**config.mk**
```make
export PLATFORM = sky130hd
export DESIGN_NAME = lowtog_scan_fsm
export DESIGN_NICKNAME = d
export VERILOG_FILES = /design/src/rtl/lowtog_scan_fsm.sv
export SDC_FILE = /design/constraint.sdc
export NUM_CORES = 1
export LEC_CHECK = 0
export CORE_AREA = 4 4 41 43
export CTS_BUF_LIST = sky130_fd_sc_hd__clkbuf_4 sky130_fd_sc_hd__clkbuf_8
export DETAILED_ROUTE_END_ITERATION = 6
export DIE_AREA = 0 0 45 47
export PLACE_DENSITY = 0.64
export SLEW_MARGIN = 20
export SYNTH_ARGS = -nofsm -noshare
export SYNTH_HDL_FRONTEND = slang
export SYNTH_SLANG_ARGS = --single-unit
```
**constraint.sdc**
```tcl
create_clock -name clk -period 2.57 [get_ports clk]
set_clock_uncertainty 0.15 [all_clocks]
set_input_delay 0.514 -clock clk [delete_from_list [all_inputs] [get_ports clk]]
set_output_delay 0.514 -clock clk [all_outputs]
set_load 0.01 [all_outputs]
```
**src/rtl/lowtog_scan_fsm.sv**
```systemverilog
module lowtog_scan_fsm (
  input  logic       clk,
  input  logic       rst,
  input  logic       dir,
  input  logic       scan_en,
  input  logic       lp_mode,
  input  logic       scan_in,
  output logic       scan_out,
  output logic [2:0] state_q,
  output logic [4:0] state_hot
);
  localparam logic [2:0] ST1 = 3'b000;
  localparam logic [2:0] ST2 = 3'b011;
  localparam logic [2:0] ST3 = 3'b001;
  localparam logic [2:0] ST4 = 3'b010;
  localparam logic [2:0] ST5 = 3'b100;

  logic [2:0] flop, held, view, nxt, flop_d;
  logic       se_d, resume;

  assign view   = lp_mode ? held : flop;
  assign resume = lp_mode & se_d & ~scan_en;

  always_comb begin
    case (view)
      ST1:     nxt = dir ? ST5 : ST3;
      ST3:     nxt = ST2;
      ST2:     nxt = ST4;
      ST4:     nxt = ST1;
      ST5:     nxt = ST4;
      default: nxt = ST1;
    endcase
  end

  always_comb begin
    if (scan_en)     flop_d = {flop[1:0], scan_in};
    else if (resume) flop_d = flop;
    else             flop_d = nxt;
  end

  always_ff @(posedge clk) begin
    if (rst) begin
      flop <= ST1;
      held <= ST1;
      se_d <= 1'b0;
    end else begin
      flop <= flop_d;
      se_d <= scan_en;
      if (!(lp_mode && scan_en))
        held <= resume ? flop : flop_d;
    end
  end

  always_comb begin
    case (view)
      ST1:     state_hot = 5'b00001;
      ST2:     state_hot = 5'b00010;
      ST3:     state_hot = 5'b00100;
      ST4:     state_hot = 5'b01000;
      ST5:     state_hot = 5'b10000;
      default: state_hot = 5'b00000;
    endcase
  end

  assign state_q  = flop;
  assign scan_out = flop[2];

  a_r11_reset_wins: assert property (@(posedge clk) rst |=> state_q == 3'b000);

  a_r6_shift: assert property (@(posedge clk) disable iff (rst)
    scan_en |=> state_q == {$past(state_q[1:0]), $past(scan_in)});

  a_r7_hot_frozen: assert property (@(posedge clk) disable iff (rst)
    (lp_mode && scan_en && $past(lp_mode && scan_en) && $past(!rst)) |-> $stable(state_hot));

  a_r8_resume_hold: assert property (@(posedge clk) disable iff (rst)
    resume |=> ($stable(state_q) && held == state_q));

  a_r5_illegal: assert property (@(posedge clk) disable iff (rst)
    (!scan_en && !resume && (view == 3'b101 || view[2:1] == 2'b11)) |=> state_q == 3'b000);

  a_r10_one_bit: assert property (@(posedge clk) disable iff (rst)
    (!scan_en && !resume && view != ST5 && (view == ST1 || view == ST2 || view == ST3 || view == ST4))
      |=> $countones(state_q ^ $past(view)) == 1);

  a_r2_hot_onehot: assert property (@(posedge clk) disable iff (rst) $onehot0(state_hot));
endmodule

```
==> results.sh, run 1 <==
export IMPL_tightest_slew_ps=319
export IMPL_synth_nets=66
export IMPL_fin_crit_ps=2480
export IMPL_clkLatencyLatePin_ps=240
export IMPL_postSynthAreaPerCell_um2=8.36
export IMPL_relSlewSlack=0.787
export IMPL_drc=0
export IMPL_start_util=0.386
export IMPL_grt_start_max_net_pins=11
export IMPL_ys_warnings_count=0
export IMPL_ant_nets=0
export IMPL_cts_root_buf="clkbuf_4"
export IMPL_dr_pass1_iters=4
export IMPL_p_per_area_nw_per_um2=479
export IMPL_gp_congestion=0.751
export IMPL_drt_iter0_drc=8
export IMPL_power_uw=361
export IMPL_drive_gt1_frac=0.241
export IMPL_postSynthCellCount=60
export IMPL_slew_viol_final=0
export IMPL_synth_seq_cells=7
export IMPL_synth_edf_count=0
export IMPL_hp_class="reg2reg"
export IMPL_crit_fanout=8
export IMPL_rows=13
export IMPL_final_cell_mix="clkdlybuf4s50_1 (10), nor2_1 (7), dfxtp_1 (7), buf_4 (7)"
export IMPL_antennaDiodeCount=0
export IMPL_routedWlPerCell_um=12.8
export IMPL_synthToLayoutAreaGrowth_pct=50.1
export IMPL_rsz0062_at_grt="false"
export IMPL_clkTransAtPathRegs_ps=50
export IMPL_yosysSeqAreaShare=0.279
export IMPL_cts_tree="built"
export IMPL_cts_sinks=7
export IMPL_dieArea_um2=2120
export IMPL_cts_buffers=3
export IMPL_ys_async_sr_fraction=0
export IMPL_ir_worst_vdd_v=0.000263
export IMPL_worstPathArrival_ps=1820
export IMPL_layout_worst_path_cycle_share=0.966
export IMPL_hold_slack_ps=498
export IMPL_htree_levels=1
export IMPL_nNetsFinal=90
export IMPL_cts_buffer_depth=2
export IMPL_overflow=0
export IMPL_post_route_util=0.579
export IMPL_startpoint_type="input port"
export IMPL_grt_pass1_vias=515
export IMPL_grt_pass1_wl_mm=2.21
export IMPL_fmax_mhz=403
export IMPL_track_usage=0.143
export IMPL_ios=15
export IMPL_finalHoldViolations=0
export IMPL_finalSetupViolations=0
export IMPL_worstSetupEndpointType="output port"
export IMPL_core_um2=1300
export IMPL_fillers=131
export IMPL_io_buffers=14
export IMPL_syn_area_um2=502
export IMPL_placed_cell_area_um2=704
export IMPL_dp_hpwl_um=990
export IMPL_final_cell_area_um2=753
export IMPL_die_width_um=45
export IMPL_ys_types=28
export IMPL_status="finished clean"
export IMPL_routed_wl_mm=1.25
export IMPL_required_ps=1910
export IMPL_vias=504
export IMPL_max_cap_viol_count=0
export IMPL_ys_flop_type="dfxtp_1"
export IMPL_layout_commonest_cell="clkdlybuf4s50_1"
export IMPL_critPathKind="in2out"
export IMPL_antenna_found_initial=0
export IMPL_viasPerCell=5.14
export IMPL_die_h_um=47
export IMPL_p_leak_nw=0.357
layout make-up:
cell class | instances | area (um2) | area share
timing repair buffer | 22 | 209 | 0.277
tap | 15 | 18.8 | 0.0249
inverter | 5 | 18.8 | 0.0249
sequential | 7 | 140 | 0.186
multi-input combinational | 45 | 337 | 0.447
clock buffer | 4 | 30.0 | 0.0399
what timing repair did:
item / CTS / global route
hold buffers: 0 / 0
endpoints found under the hold margin: 0 / 0
setup endpoints to repair: 5 / 4
setup buffers: 0 / 0
gates resized for setup: 6 / 4
synthesized netlist by cell type (2+ instances only):
library cell  instances  area [um2]
a32oi_1               2        17.5
nor2_1                7        26.3
a21oi_1               5        25.0
inv_1                 5        18.8
nand2b_1              3        18.8
a21o_1                3        22.5
o21ai_0               2        10.0
or3_1                 2        12.5
nor2b_1               5        31.3
a31oi_1               2        12.5
dfxtp_1               7         140
critical path: stages:
cell             delay [ps]
clkdlybuf4s15_2         270
buf_6                   160
nand4bb_1               110
o41ai_2                  70
buf_4                   160
clkdlybuf4s50_1         520
stage by stage:
step | setup WS (ps) | instances | TNS [ps]
after floorplan | 795 | 60 | 0
after global placement | -339 | 94 | -1490
after detailed placement | -331 | 94 | -1520
after CTS | 53.6 | 98 | 0
after global routing | 16.2 | 98 | 0
final | 87.8 | 98 | 0
per-layer routing:
metal | track usage | vias to the layer above | routed length (um)
met1 | 0.179 | 226 | 580
li1 | - | 270 | -
met3 | 0.0345 | 0 | 53
met5 | 0 | - | 0
met4 | 0.0468 | 0 | 0
met2 | 0.240 | 8 | 620
cells by family (layout without fill, tap and decap cells):
kind of cell / after synthesis / count (layout) / share of synthesized area
DFF: 7 / 7 / 0.279
muxes: 1 / 1 / 0.0200
buffers and inverters: 8 / 31 / 0.0698
and+or+nand+nor: 23 / 23 / 0.264
AOI/OAI and AO/OA: 21 / 21 / 0.367
final timing paths:
| kind | cells after the start | slack (ps) | from | to |
|---|---|---|---|---|
| min reg2reg | 2 | 500 | state_q[2] | state_q[2] |
| max reg2reg | 6 | 980 | held[0] | held[1] |
| min | 2 | 500 | state_q[2] | state_q[2] |
| max | 6 | 90 | lp_mode | state_hot[4] |
power by group:
part / internal [mW] / leakage (nW) / switching (mW)
logic: 0.0673 / 0.281 / 0.0540
registers: 0.118 / 0.0580 / 0.0148
clock network: 0.0695 / 0.0184 / 0.0369
state kept, by name, indices dropped and copies added (netlist names):
signal and count:
state_q 3, se_d 1, held 3
Note: power is estimated with default switching activity, not from simulation.
==> inputs of run 2 (changes only) <==
Settings changed: MAX_ROUTING_LAYER from default to met4, TNS_END_PERCENT from default to 50.
==> results.sh, run 2 (synthesis results as in run 1) <==
export IMPL_p_leak_nw=0.352
export IMPL_ios=15
export IMPL_overflow=0
export IMPL_cts_buffers=3
export IMPL_place_inst=94
export IMPL_drive_gt1_frac=0.229
export IMPL_hold_end="state_q[2]"
export IMPL_critPathKind="in2out"
export IMPL_finalSetupViolations=0
export IMPL_cts_buffer_depth=2
export IMPL_track_usage=0.146
export IMPL_worstSetupEndpointType="output port"
export IMPL_slew_viol_final=0
export IMPL_gp_congestion=0.760
export IMPL_clkTransAtPathRegs_ps=50
export IMPL_die_width_um=45
export IMPL_timing_rr_start="held[0]"
export IMPL_routed_wl_mm=1.25
export IMPL_hold_path_startpoint="state_q[2]"
export IMPL_viasPerCell=5.15
export IMPL_io_buffers=14
export IMPL_critical_path_max_stage_delay_ps=520
export IMPL_fin_crit_ps=2520
export IMPL_r2r_cells=6
export IMPL_die_h_um=47
export IMPL_ant_nets=0
export IMPL_seqCellArea_um2=140
export IMPL_layout_commonest_cell="clkdlybuf4s50_1"
export IMPL_crit_fanout=8
export IMPL_grt_pass1_vias=507
export IMPL_hp_class="reg2reg"
export IMPL_antennaDiodeCount=0
export IMPL_htree_levels=1
export IMPL_grt_pass1_wl_mm=2.20
export IMPL_tightest_slew_ps=319
export IMPL_ir_worst_vdd_v=0.000259
export IMPL_vias=505
export IMPL_cts_root_buf="clkbuf_4"
export IMPL_max_cap_viol_count=0
export IMPL_hold_depth=2
export IMPL_nNetsFinal=90
export IMPL_p_per_area_nw_per_um2=480
export IMPL_drc=0
export IMPL_relSlewSlack=0.784
export IMPL_routedWlPerCell_um=12.8
export IMPL_fmax_mhz=396
export IMPL_instances_no_fill=98
export IMPL_multi_input_area_um2=329
export IMPL_layout_worst_path_cycle_share=0.982
export IMPL_startpoint_type="input port"
export IMPL_dr_pass1_iters=4
export IMPL_crit_path_cell_trace="clkdlybuf4s15_2 -> o41ai_1 -> buf_4 -> clkdlybuf4s50_1"
export IMPL_hold_slack_ps=498
export IMPL_synthToLayoutAreaGrowth_pct=48.6
export IMPL_dp_hpwl_um=990
export IMPL_antenna_found_initial=0
export IMPL_rows=13
export IMPL_fillers=130
export IMPL_r2r_slack_ps=990
export IMPL_core_um2=1300
export IMPL_worstPathArrival_ps=1860
export IMPL_dieArea_um2=2120
export IMPL_rsz0062_at_grt="false"
export IMPL_start_util=0.386
export IMPL_cp_slowest_cell="clkdlybuf4s50_1"
export IMPL_required_ps=1910
export IMPL_rr_endpoint="held[1]"
export IMPL_crit_family="buffers and inverters"
export IMPL_cts_tree="built"
export IMPL_final_cell_mix="clkdlybuf4s50_1 (10), nor2_1 (7), dfxtp_1 (7), buf_4 (7)"
export IMPL_power_uw=358
export IMPL_status="finished clean"
export IMPL_drt_iter0_drc=17
export IMPL_grt_start_max_net_pins=11
export IMPL_finalHoldViolations=0
export IMPL_cts_sinks=7
export IMPL_cp_buffers_inverters=3
export IMPL_postCtsSetupRepairBufs=0
export IMPL_cts_hold_buf=0
export IMPL_clkLatencyLatePin_ps=240
[run 2: cell counts in the layout (fill, tap and decap cells not counted)]
Identical to the previous run, type by type.
[run 2: how the worst max path moves through the flow]
stage                        from           end  cells after the start
after detailed placement  lp_mode  state_hot[2]                      6
after floorplan           lp_mode  state_hot[4]                      1
after CTS                 lp_mode  state_hot[4]                      4
final                     lp_mode  state_hot[4]                      4
after global routing      lp_mode  state_hot[4]                      4
after global placement    lp_mode  state_hot[2]                      6
[run 2: final cells by class]
cell class,instances,area share
inverters,5,0.0252
multi-input cells,45,0.441
well taps,15,0.0252
repair buffers,22,0.280
clock buffers,4,0.0403
flip-flops and latches,7,0.188
[run 2: worst min-delay path, delay by kind of cell (launching register included)]
family | cells | cell delay [ps]
DFF | 1 | 350
and+or+nand+nor | 1 | 140
AOI/OAI and AO/OA | 1 | 110
[run 2: layer usage]
metal / GRT usage / wire [um] / up-vias / part of all wire
met4: 0.0351 / 0 / 0 / 0
li1: - / - / 269 / -
met2: 0.249 / 612 / 13 / 0.49
met3: 0.0345 / 71 / 0 / 0.057
met5: - / 0 / - / 0
met1: 0.174 / 570 / 223 / 0.45
[run 2: report_power, final]
| group | leakage (nW) | internal [mW] | switching [mW] |
|---|---|---|---|
| combinational | 0.275 | 0.0666 | 0.0531 |
| sequential | 0.0580 | 0.118 | 0.0141 |
| clock | 0.0184 | 0.0695 | 0.0366 |
| total | 0.352 | 0.255 | 0.104 |
[run 2: repair_timing]
action / CTS / global route
hold endpoints to repair: 0 / 0
setup endpoints to repair: 5 / 4
resized for setup: 5 / 3
[run 2: per-stage QoR]
step	area, um2	utilization	TNS, ps	setup slack [ps]
detailed placement	704	0.541	-1520	-331
finish	746	0.573	0	47.2
floorplan	502	-	0	795
global route	746	0.573	0	4.05
CTS	737	0.566	0	41.5
global placement	704	0.541	-1490	-339
==> inputs of run 3 (changes only) <==
Clock period 2.57 ns to 3.3 ns, I/O delays scaled along.
==> results.sh, run 3 (synthesis results as in run 1) <==
export IMPL_met2_usage=0.218
export IMPL_dp_hpwl_um=941
export IMPL_swShare=0.292
export IMPL_ios=15
export IMPL_power_frac_clock=0.303
export IMPL_rsz0062_at_grt="false"
export IMPL_status="finished clean"
export IMPL_slew_viol_final=0
export IMPL_layout_commonest_cell="clkdlybuf4s50_1"
export IMPL_cts_root_buf="clkbuf_4"
export IMPL_combinationalPowerShare=0.304
export IMPL_relSlewSlack=0.718
export IMPL_vias=491
export IMPL_cts_resized=0
export IMPL_worstPathArrival_ps=2020
export IMPL_antenna_found_initial=0
export IMPL_cts_hold_buf=0
export IMPL_fmax_mhz=353
export IMPL_postCtsSetupRepairBufs=0
export IMPL_met3_usage=0.0345
export IMPL_io_buffers=14
export IMPL_critical_path_max_stage_delay_ps=580
export IMPL_gp_congestion=0.800
export IMPL_power_uw=273
export IMPL_grt_pass1_wl_mm=2.06
export IMPL_overflow=0
export IMPL_dr_pass1_iters=4
export IMPL_clkTransAtPathRegs_ps=50
export IMPL_crit_cells=4
export IMPL_place_inst=88
export IMPL_die_h_um=47
export IMPL_grt_pass1_vias=463
export IMPL_hold_path_startpoint="state_q[2]"
export IMPL_cts_buffer_depth=2
export IMPL_timing_rr_start="held[0]"
export IMPL_finalHoldViolations=0
export IMPL_finalSetupViolations=0
export IMPL_core_um2=1300
export IMPL_die_width_um=45
export IMPL_layout_worst_path_cycle_share=0.858
export IMPL_fin_tns_setup_ps=0
export IMPL_dieArea_um2=2120
export IMPL_clkLatencyLatePin_ps=240
export IMPL_crit_path_cell_trace="dlymetal6s2s_1 -> or3_4 -> o32ai_4 -> clkdlybuf4s50_1"
export IMPL_routedWlPerCell_um=13.3
export IMPL_grtUsageMet1=0.163
export IMPL_worstSetupEndpointType="output port"
export IMPL_required_ps=2490
export IMPL_cts_buffers=3
export IMPL_routed_wl_mm=1.23
export IMPL_synthToLayoutAreaGrowth_pct=38.4
export IMPL_max_cap_viol_count=0
export IMPL_cp_slowest_cell="clkdlybuf4s50_1"
export IMPL_critPathKind="in2out"
export IMPL_nNetsFinal=84
export IMPL_p_int_uw=194
export IMPL_drc=0
export IMPL_hold_depth=2
export IMPL_ir_worst_vdd_v=0.000234
export IMPL_r2r_slack_ps=1760
export IMPL_tightest_slew_ps=418
export IMPL_track_usage=0.138
export IMPL_crit_family="buffers and inverters"
export IMPL_drt_iter0_drc=7
export IMPL_fin_crit_ps=2830
export IMPL_crit_fanout=9
export IMPL_seqPwrFrac=0.393
export IMPL_post_route_util=0.534
export IMPL_cts_tree="built"
export IMPL_start_util=0.386
export IMPL_ant_nets=0
export IMPL_startpoint="lp_mode"
export IMPL_top_usage_layer="met2"
export IMPL_r2r_cells=4
export IMPL_htree_levels=1
export IMPL_viasPerCell=5.34
export IMPL_drive_gt1_frac=0.156
export IMPL_hp_class="reg2reg"
export IMPL_hold_end="state_q[2]"
export IMPL_cp_buffers_inverters=2
export IMPL_instances_no_fill=92
export IMPL_startpoint_type="input port"
export IMPL_switchingPower_uw=80.0
export IMPL_cts_sinks=7
export IMPL_antennaDiodeCount=0
export IMPL_final_cell_mix="clkdlybuf4s50_1 (13), nor2_1 (7), dfxtp_1 (7), inv_1 (5), a21oi_1 (5)"
export IMPL_rr_endpoint="state_q[1]"
export IMPL_p_per_area_nw_per_um2=394
export IMPL_p_leak_nw=0.293
export IMPL_rows=13
export IMPL_grt_start_max_net_pins=11
[run 3: worst max-delay path by stage]
stage                              end  slack, ps
after floorplan           state_hot[4]       1230
after global placement    state_hot[0]        110
after detailed placement  state_hot[2]         60
after CTS                 state_hot[2]         50
after global routing      state_hot[2]        360
final                     state_hot[0]        470
[run 3: stage by stage]
stage	cell area (um2)	hold slack (ps)	setup WS [ps]
global route	694	547	361
floorplan	502	413	1230
CTS	689	505	53.8
detailed placement	659	493	56.9
finish	694	502	467
global placement	659	488	111
[run 3: power by group through the flow]
| stage | Clock, mW | Combinational [mW] | Sequential, mW |
|---|---|---|---|
| 6_report | 0.0829 | 0.0831 | 0.107 |
| 3_3_place_gp | 0 | 0.0831 | 0.109 |
| 4_1_cts | 0.0870 | 0.0836 | 0.107 |
| 5_1_grt | 0.0923 | 0.0907 | 0.109 |
| 2_1_floorplan | 0 | 0.0480 | 0.106 |
| 3_5_place_dp | 0 | 0.0830 | 0.109 |
[run 3: worst register-to-register path: cells and delay by family, from the launching register on]
kind,cells,cell delay [ps]
AO/OA/AOI/OAI,3,650
flip-flops,1,460
AND/OR/NAND/NOR,1,170
[run 3: layout make-up]
class | instances | area (um2)
Inverter | 5 | 18.8
Timing Repair Buffer | 16 | 158
Clock buffer | 4 | 30.0
Tap cell | 15 | 18.8
Multi-Input combinational cell | 45 | 329
Sequential cell | 7 | 140
Fill cell | 133 | 607
[run 3: per-layer routing]
metal / part of all wire / vias up
met3: 0.037 / 0
met5: 0 / -
met1: 0.48 / 227
met2: 0.48 / 8
met4: 0 / 0
li1: - / 256
